==> src/rtl/qdg_pkg.sv <==
package qdg_pkg;
  typedef enum logic [1:0] {
    XK_ORPHAN = 2'd0,
    XK_OPEN   = 2'd1,
    XK_CLOSE  = 2'd2
  } xfer_kind_e;
endpackage

==> src/rtl/qdg_phase.sv <==
module qdg_phase
  import qdg_pkg::*;
(
  input  logic       clk,
  input  logic       rst,
  input  logic       bus_lvl,
  input  logic       open_fall,
  output xfer_kind_e kind
);
  logic is_open;
  logic prev_open_q;

  // Opening level is high for rising-edge framing, low for falling-edge framing.
  assign is_open = (bus_lvl != open_fall);

  always_ff @(posedge clk) begin
    if (rst) prev_open_q <= 1'b0;
    else     prev_open_q <= is_open;
  end

  always_comb begin
    if (is_open)          kind = XK_OPEN;
    else if (prev_open_q) kind = XK_CLOSE;
    else                  kind = XK_ORPHAN;
  end
endmodule

==> src/rtl/qdg_pair.sv <==
module qdg_pair
  import qdg_pkg::*;
#(
  parameter int DW = 16,
  localparam int PW = 2 * DW
) (
  input  logic          clk,
  input  logic          rst,
  input  xfer_kind_e    kind,
  input  logic [DW-1:0] din,
  output logic [PW-1:0] held,
  output logic          held_ok
);
  logic [DW-1:0] lo_q;

  always_ff @(posedge clk) begin
    if (rst) begin
      lo_q    <= '0;
      held    <= '0;
      held_ok <= 1'b0;
    end else begin
      unique case (kind)
        XK_OPEN: begin
          lo_q    <= din;
          held_ok <= 1'b0;
        end
        XK_CLOSE: begin
          held    <= {din, lo_q};
          held_ok <= 1'b1;
        end
        default: ;
      endcase
    end
  end
endmodule

==> src/rtl/qdg_gate.sv <==
module qdg_gate
  import qdg_pkg::*;
#(
  parameter int DW = 16,
  localparam int PW = 2 * DW
) (
  input  logic          clk,
  input  logic          rst,
  input  xfer_kind_e    kind,
  input  logic          cap_en,
  input  logic          qual_in,
  input  logic [PW-1:0] held,
  input  logic          held_ok,
  output logic          out_valid,
  output logic [PW-1:0] out_data
);
  logic fire;

  assign fire = (kind == XK_OPEN) && cap_en && qual_in && held_ok;

  always_ff @(posedge clk) begin
    if (rst) begin
      out_valid <= 1'b0;
      out_data  <= '0;
    end else begin
      out_valid <= fire;
      if (fire) out_data <= held;
    end
  end
endmodule

==> src/rtl/qdg_top.sv <==
module qdg_top
  import qdg_pkg::*;
#(
  parameter int DW = 16,
  localparam int PW = 2 * DW
) (
  input  logic          clk,
  input  logic          rst,
  input  logic          cap_en,
  input  logic          qual_in,
  input  logic          bus_lvl,
  input  logic          open_fall,
  input  logic [DW-1:0] din,
  output logic          out_valid,
  output logic [PW-1:0] out_data
);
  xfer_kind_e    kind;
  logic [PW-1:0] held;
  logic          held_ok;

  qdg_phase u_phase (
    .clk(clk), .rst(rst), .bus_lvl(bus_lvl), .open_fall(open_fall), .kind(kind)
  );

  qdg_pair #(.DW(DW)) u_pair (
    .clk(clk), .rst(rst), .kind(kind), .din(din), .held(held), .held_ok(held_ok)
  );

  qdg_gate #(.DW(DW)) u_gate (
    .clk(clk), .rst(rst), .kind(kind), .cap_en(cap_en), .qual_in(qual_in),
    .held(held), .held_ok(held_ok), .out_valid(out_valid), .out_data(out_data)
  );
endmodule

==> config.mk <==
export PLATFORM = sky130hd
export DESIGN_NAME = qdg_top
export DESIGN_NICKNAME = d
export VERILOG_FILES = /design/src/rtl/qdg_pkg.sv /design/src/rtl/qdg_phase.sv /design/src/rtl/qdg_pair.sv /design/src/rtl/qdg_gate.sv /design/src/rtl/qdg_top.sv
export SDC_FILE = /design/constraint.sdc
export NUM_CORES = 1
export LEC_CHECK = 0
export BUFFER_PORTS_ARGS = -buffer_cell sky130_fd_sc_hd__buf_4
export CAP_MARGIN = 5
export CORE_MARGIN = 2
export CORE_UTILIZATION = 50
export DETAILED_ROUTE_END_ITERATION = 6
export GPL_ROUTABILITY_DRIVEN = 0
export GPL_TIMING_DRIVEN = 1
export HOLD_SLACK_MARGIN = 0.02
export PLACE_DENSITY = 0.75
export SLEW_MARGIN = 20
export SYNTH_ARGS = -nofsm -noshare
export SYNTH_HDL_FRONTEND = slang
export SYNTH_SLANG_ARGS = --single-unit
==> constraint.sdc <==
create_clock -name clk -period 1.03 [get_ports clk]
set_clock_uncertainty 0.1 [all_clocks]
set_input_delay 0.103 -clock clk [delete_from_list [all_inputs] [get_ports clk]]
set_output_delay 0.103 -clock clk [all_outputs]
set_load 0.01 [all_outputs]
# == After elaboration in Yosys (flattened, before gate mapping) ==
# Cells that the tools add are included.
# classes
bitwise,0
multipliers,0
add_sub_neg,0
shifts,0
muxes,3
n_lt_le_gt_ge,0
n_eq_ne,3
n_reduce_logical,4
div,0
# ops
cell,n
2-bit 2-to-1 mux,2
1-bit logical AND,3
"2-bit by 1-bit == test with 1-bit output, second input constant",1
"2-bit == test, second input constant",1
1-bit case mux with 2 select lines,1
2-bit nonzero test,1
1-bit inequality test,1
# totals
mem_bits_ro,0
latchBits,0
word_cells,16
inputBits,22
output_inout_bits,33
regBits,83
mem_bits_rw,0
mem_count,0

# == Longest topological paths before layout ==
# depth
depth_word,6
ltp_mapped,5
depth_no_buf,3

# == Hierarchy ==
# A second synthesis with hierarchy kept.
# hier_totals
hier_cells,312
area_unflattened_um2,3394.5
# by_module_without_submodules
module,cells_each,seq_area_each_um2,area_per_inst_um2,instances
qdg_pair,163,980.9,1824.2,1
qdg_gate,143,660.6,1520.2,1
qdg_phase,6,20.0,50.0,1

# == Least setup slack after synthesis ==
# OpenSTA, ideal clock, no wires.
# synth_path
path_type,register to register
startpoint,register u_phase.prev_open_q
endpoint,register u_pair.held[0]
setup_slack_ps,-82
required_time_ps,811
path_buffers,2
path_stages_with_launch,5
synth_period_minus_slack_ps,1112
setup_ps,119
t_arrival_ps,893
cell_sequence,dfxtp_1 > clkbuf_1 > and2_4 > buf_2 > o21ai_1
# synth_via
elab_chain_cells,3
# synth_lines
item,line,rtl
from (decl),qdg_phase.sv:11,logic prev_open_q;
from (signal assigned),qdg_phase.sv:18,else prev_open_q <= is_open;
2-bit 2-to-1 mux,qdg_phase.sv:23,else if (prev_open_q) kind = XK_CLOSE;
2-bit 2-to-1 mux,qdg_phase.sv:22,if (is_open) kind = XK_OPEN;
2-bit == test,qdg_pair.sv:22,unique case (kind)
to (signal assigned),qdg_pair.sv:28,"held <= {din, lo_q};"
to (decl),qdg_pair.sv:11,"output logic [PW-1:0] held,"
# Every way passes these cells.
# A chain may end at the register's enable or synchronous reset.

# == Worst setup path in the final report ==
# layout_path
startpoint,register u_pair.held_ok
endpoint,register u_gate.out_data[29]
# layout_via
elab_chain_cells,1
# layout_lines
item,line,rtl
from (decl),qdg_pair.sv:12,output logic held_ok
from (signal assigned),qdg_pair.sv:20,held_ok <= 1'b0;
from (signal assigned),qdg_pair.sv:25,held_ok <= 1'b0;
from (signal assigned),qdg_pair.sv:29,held_ok <= 1'b1;
1-bit logical AND,qdg_gate.sv:19,assign fire = (kind == XK_OPEN) && cap_en && qual_in && held_ok;
to (signal assigned),qdg_gate.sv:27,if (fire) out_data <= held;
to (decl),qdg_gate.sv:15,output logic [PW-1:0] out_data
# Every way passes these cells.

==> out/qor.csv <==
metric;value;unit
clock tree from TritonCTS;yes;
total track usage;21.7;%
startpoint types;flop;
half-perimeter wire length after placement;4510;um
final non-filler cell area;4480;sq um
Max-Slew Margin vs Limit;73.6;%
die boundary width;84.2;um
number of distinct library cells after synthesis;19;
number of clock sinks;83;
summed negative setup slack over all endpoints;-1.76;ns
Std-Cell Core Area;6280;sq um
classification of the worst setup path;reg -> reg;
commonest cells after routing, fill and taps aside;sky130_fd_sc_hd__o21ai_1, sky130_fd_sc_hd__dfxtp_1, sky130_fd_sc_hd__buf_4;
Buffers on Ports;54;
Cells after Synth;333;
Vias/cell;5.49;
Synth top area share;51.6;%
Row Count;29;
power per standard cell area;1500;nW/um^2
1st-pass router iterations;4;
cell-by-cell trace of the critical path;nand3_4 > nand2b_4 > buf_12 > o21ai_1;
number of slew-limit violations in the final report;0;
maximum number of pins on one net before global-route repair;42;
IR Drop Worst-Case VDD;0.914;mV
CP max stage cell;sky130_fd_sc_hd__dfxtp_2;
Crit. Startpoint;u_pair.held_ok;
max-cap violation count;0;
most common cell after layout, fill and taps aside;sky130_fd_sc_hd__o21ai_1;
worst slew pin tran;0.396;ns
RSZ-0062 raised after global routing;yes;
clock root cell;sky130_fd_sc_hd__clkbuf_8;
CP Data Arrival Time;1.30;ns
Avg Inst Size Synth;9.66;sq um
Inserted Clock Buffers;9;
synthesized net count;355;
Total Routed Length;7440;um
initial cell density of the core;51.3;%
die height;84.2;um
violations in the final reports;negative setup slack;
biggest area consumer among synthesized cells;sky130_fd_sc_hd__dfxtp_1;
critical register-to-register path startpoint;u_pair.held_ok;
flops & latches, synth;83;
H-tree lvl count;3;
count of endpoints failing setup in the final report;33;
global-route wire length before repair;12300;um
maximum fanout along the worst path;17;
number of antenna violations at the first check in global routing;0;
final standard cell utilization of the core;71.4;%
leakage power figure;1.71;nW
Synth Warn #;0;
Hold Violations, Final;0;
Ant. Diodes;0;
Synth Cell Area;3220;sq um
sum of internal, switching and leakage power;6.71;mW
Longest Clk Path Bufs;2;
outcome;finished, violations left;
maximum clock frequency;0.897;GHz
sequential element share of the synthesized area;51.6;%
Starting DRT DRC Count;156;
vias in the first global route;2616;
Critical Path End Type;flop;
final critical-path setup slack;-0.0845;ns
DRC violation count after routing;0;
total placed instance area;3870;sq um
WL/cell;15.3;um
required time at the endpoint of the critical path;1.22;ns
kind of path behind the tightest hold check;in -> reg;
share of the clock period used by the worst path;108;%
overall via count from detail_route;2668;
Crit path buffers/inverters;1;
number of top-level design ports;55;
insertion delay of the later-clocked pin in the worst-skew pair;0.35;ns
fraction of layout cells with a size suffix above 1;36.2;%
Final Critical Period;1.11;ns
clock slew at the register clock pins of the worst setup and hold paths;0.09;ns
post-synthesis to final-layout area growth;39.3;%
Worst path top cell family by delay;flip-flops;
Die Footprint;7090;sq um
Slowest Stage Delay on Critical Path;0.37;ns
Overflow after GRT;0;
beginning of the worst hold path;rst;
Worst Hold Slack;0.00926;ns
Post-layout nets;426;
cell types occupying the most area after synthesis;sky130_fd_sc_hd__dfxtp_1, sky130_fd_sc_hd__o21ai_1, sky130_fd_sc_hd__nand4b_1;
DRT antenna net count;0;
-- synth_stat cells --
cell	instances
sky130_fd_sc_hd__dfxtp_1	83
sky130_fd_sc_hd__o21ai_1	60
sky130_fd_sc_hd__o21ai_0	36
sky130_fd_sc_hd__nand2b_1	33
sky130_fd_sc_hd__nand4b_1	32
sky130_fd_sc_hd__nor2b_1	32
sky130_fd_sc_hd__clkbuf_1	18
sky130_fd_sc_hd__a22o_1	16
sky130_fd_sc_hd__buf_2	8
sky130_fd_sc_hd__buf_4	4
sky130_fd_sc_hd__buf_6	3
sky130_fd_sc_hd__and2_4	1
sky130_fd_sc_hd__nand3_1	1
sky130_fd_sc_hd__nor2_2	1
sky130_fd_sc_hd__nor2_8	1
sky130_fd_sc_hd__nor3_1	1
sky130_fd_sc_hd__o21a_1	1
sky130_fd_sc_hd__xnor2_2	1
sky130_fd_sc_hd__xor2_1	1
-- final timing paths --
| path | end | slack [ns] | depth (start not counted) |
|---|---|---|---|
| worst min-delay path | u_pair.held_ok | 0.009 | 3 |
| worst min register to register | u_gate.out_data[25] | 0.38 | 2 |
| worst max-delay path | u_gate.out_data[29] | -0.08 | 4 |
| worst max register to register | u_gate.out_data[29] | -0.08 | 4 |
-- worst min-delay path, cell delays in order --
cell and delay [ns]:
sky130_fd_sc_hd__buf_4 0.12, sky130_fd_sc_hd__nor2_4 0.09, sky130_fd_sc_hd__o21a_1 0.11
-- through the flow --
step | worst slack [ns] | cells
6_report | -0.0845 | 486
5_1_grt | -0.103 | 486
4_1_cts | -0.0819 | 486
3_5_place_dp | -0.345 | 453
3_3_place_gp | -0.323 | 453
2_1_floorplan | 0.00649 | 333
-- kinds of logic (layout without fill, tap and decap cells) --
group,after synthesis,after routing,share of synthesized area [%]
AND/OR/NAND/NOR,102,102,22.7
AO/OA/AOI/OAI,113,113,19.5
buffers and inverters,33,109,5.33
XOR/XNOR,2,2,0.778
flip-flops,83,83,51.6
-- routing by layer --
metal  routed length [um]  global-route usage, %
met1                 3340                   26.3
met5                    0                      0
met3                  253                   3.44
met2                 3670                   37.2
met4                  180                   11.6
-- power breakdown --
group	switching [mW]	internal [mW]
clock	1.20	1.45
combinational	0.356	0.341
sequential	0.0494	3.31
total	1.61	5.10
-- registers in the layout, indices dropped and copies added (netlist names) --
name / count
u_gate.out_valid: 1
u_phase.prev_open_q: 1
u_pair.lo_q: 16
u_gate.out_data: 32
u_pair.held: 32
u_pair.held_ok: 1
-- final cells by class --
cell class,instances,area (sq um)
clock buffers,10,138
clock inverters,6,93.8
fillers,479,1800
multi-input cells,217,1500
flip-flops and latches,83,1700
well taps,77,96.3
repair buffers,93,953
-- repair_timing --
item                                    4_1_cts  5_1_grt
endpoints found under the setup margin       56       78
setup buffers                                 1        0
gates resized for setup                      33       63
hold buffers                                 16        0
endpoints found under the hold margin        32        0
(Power assumes the default switching activity.)
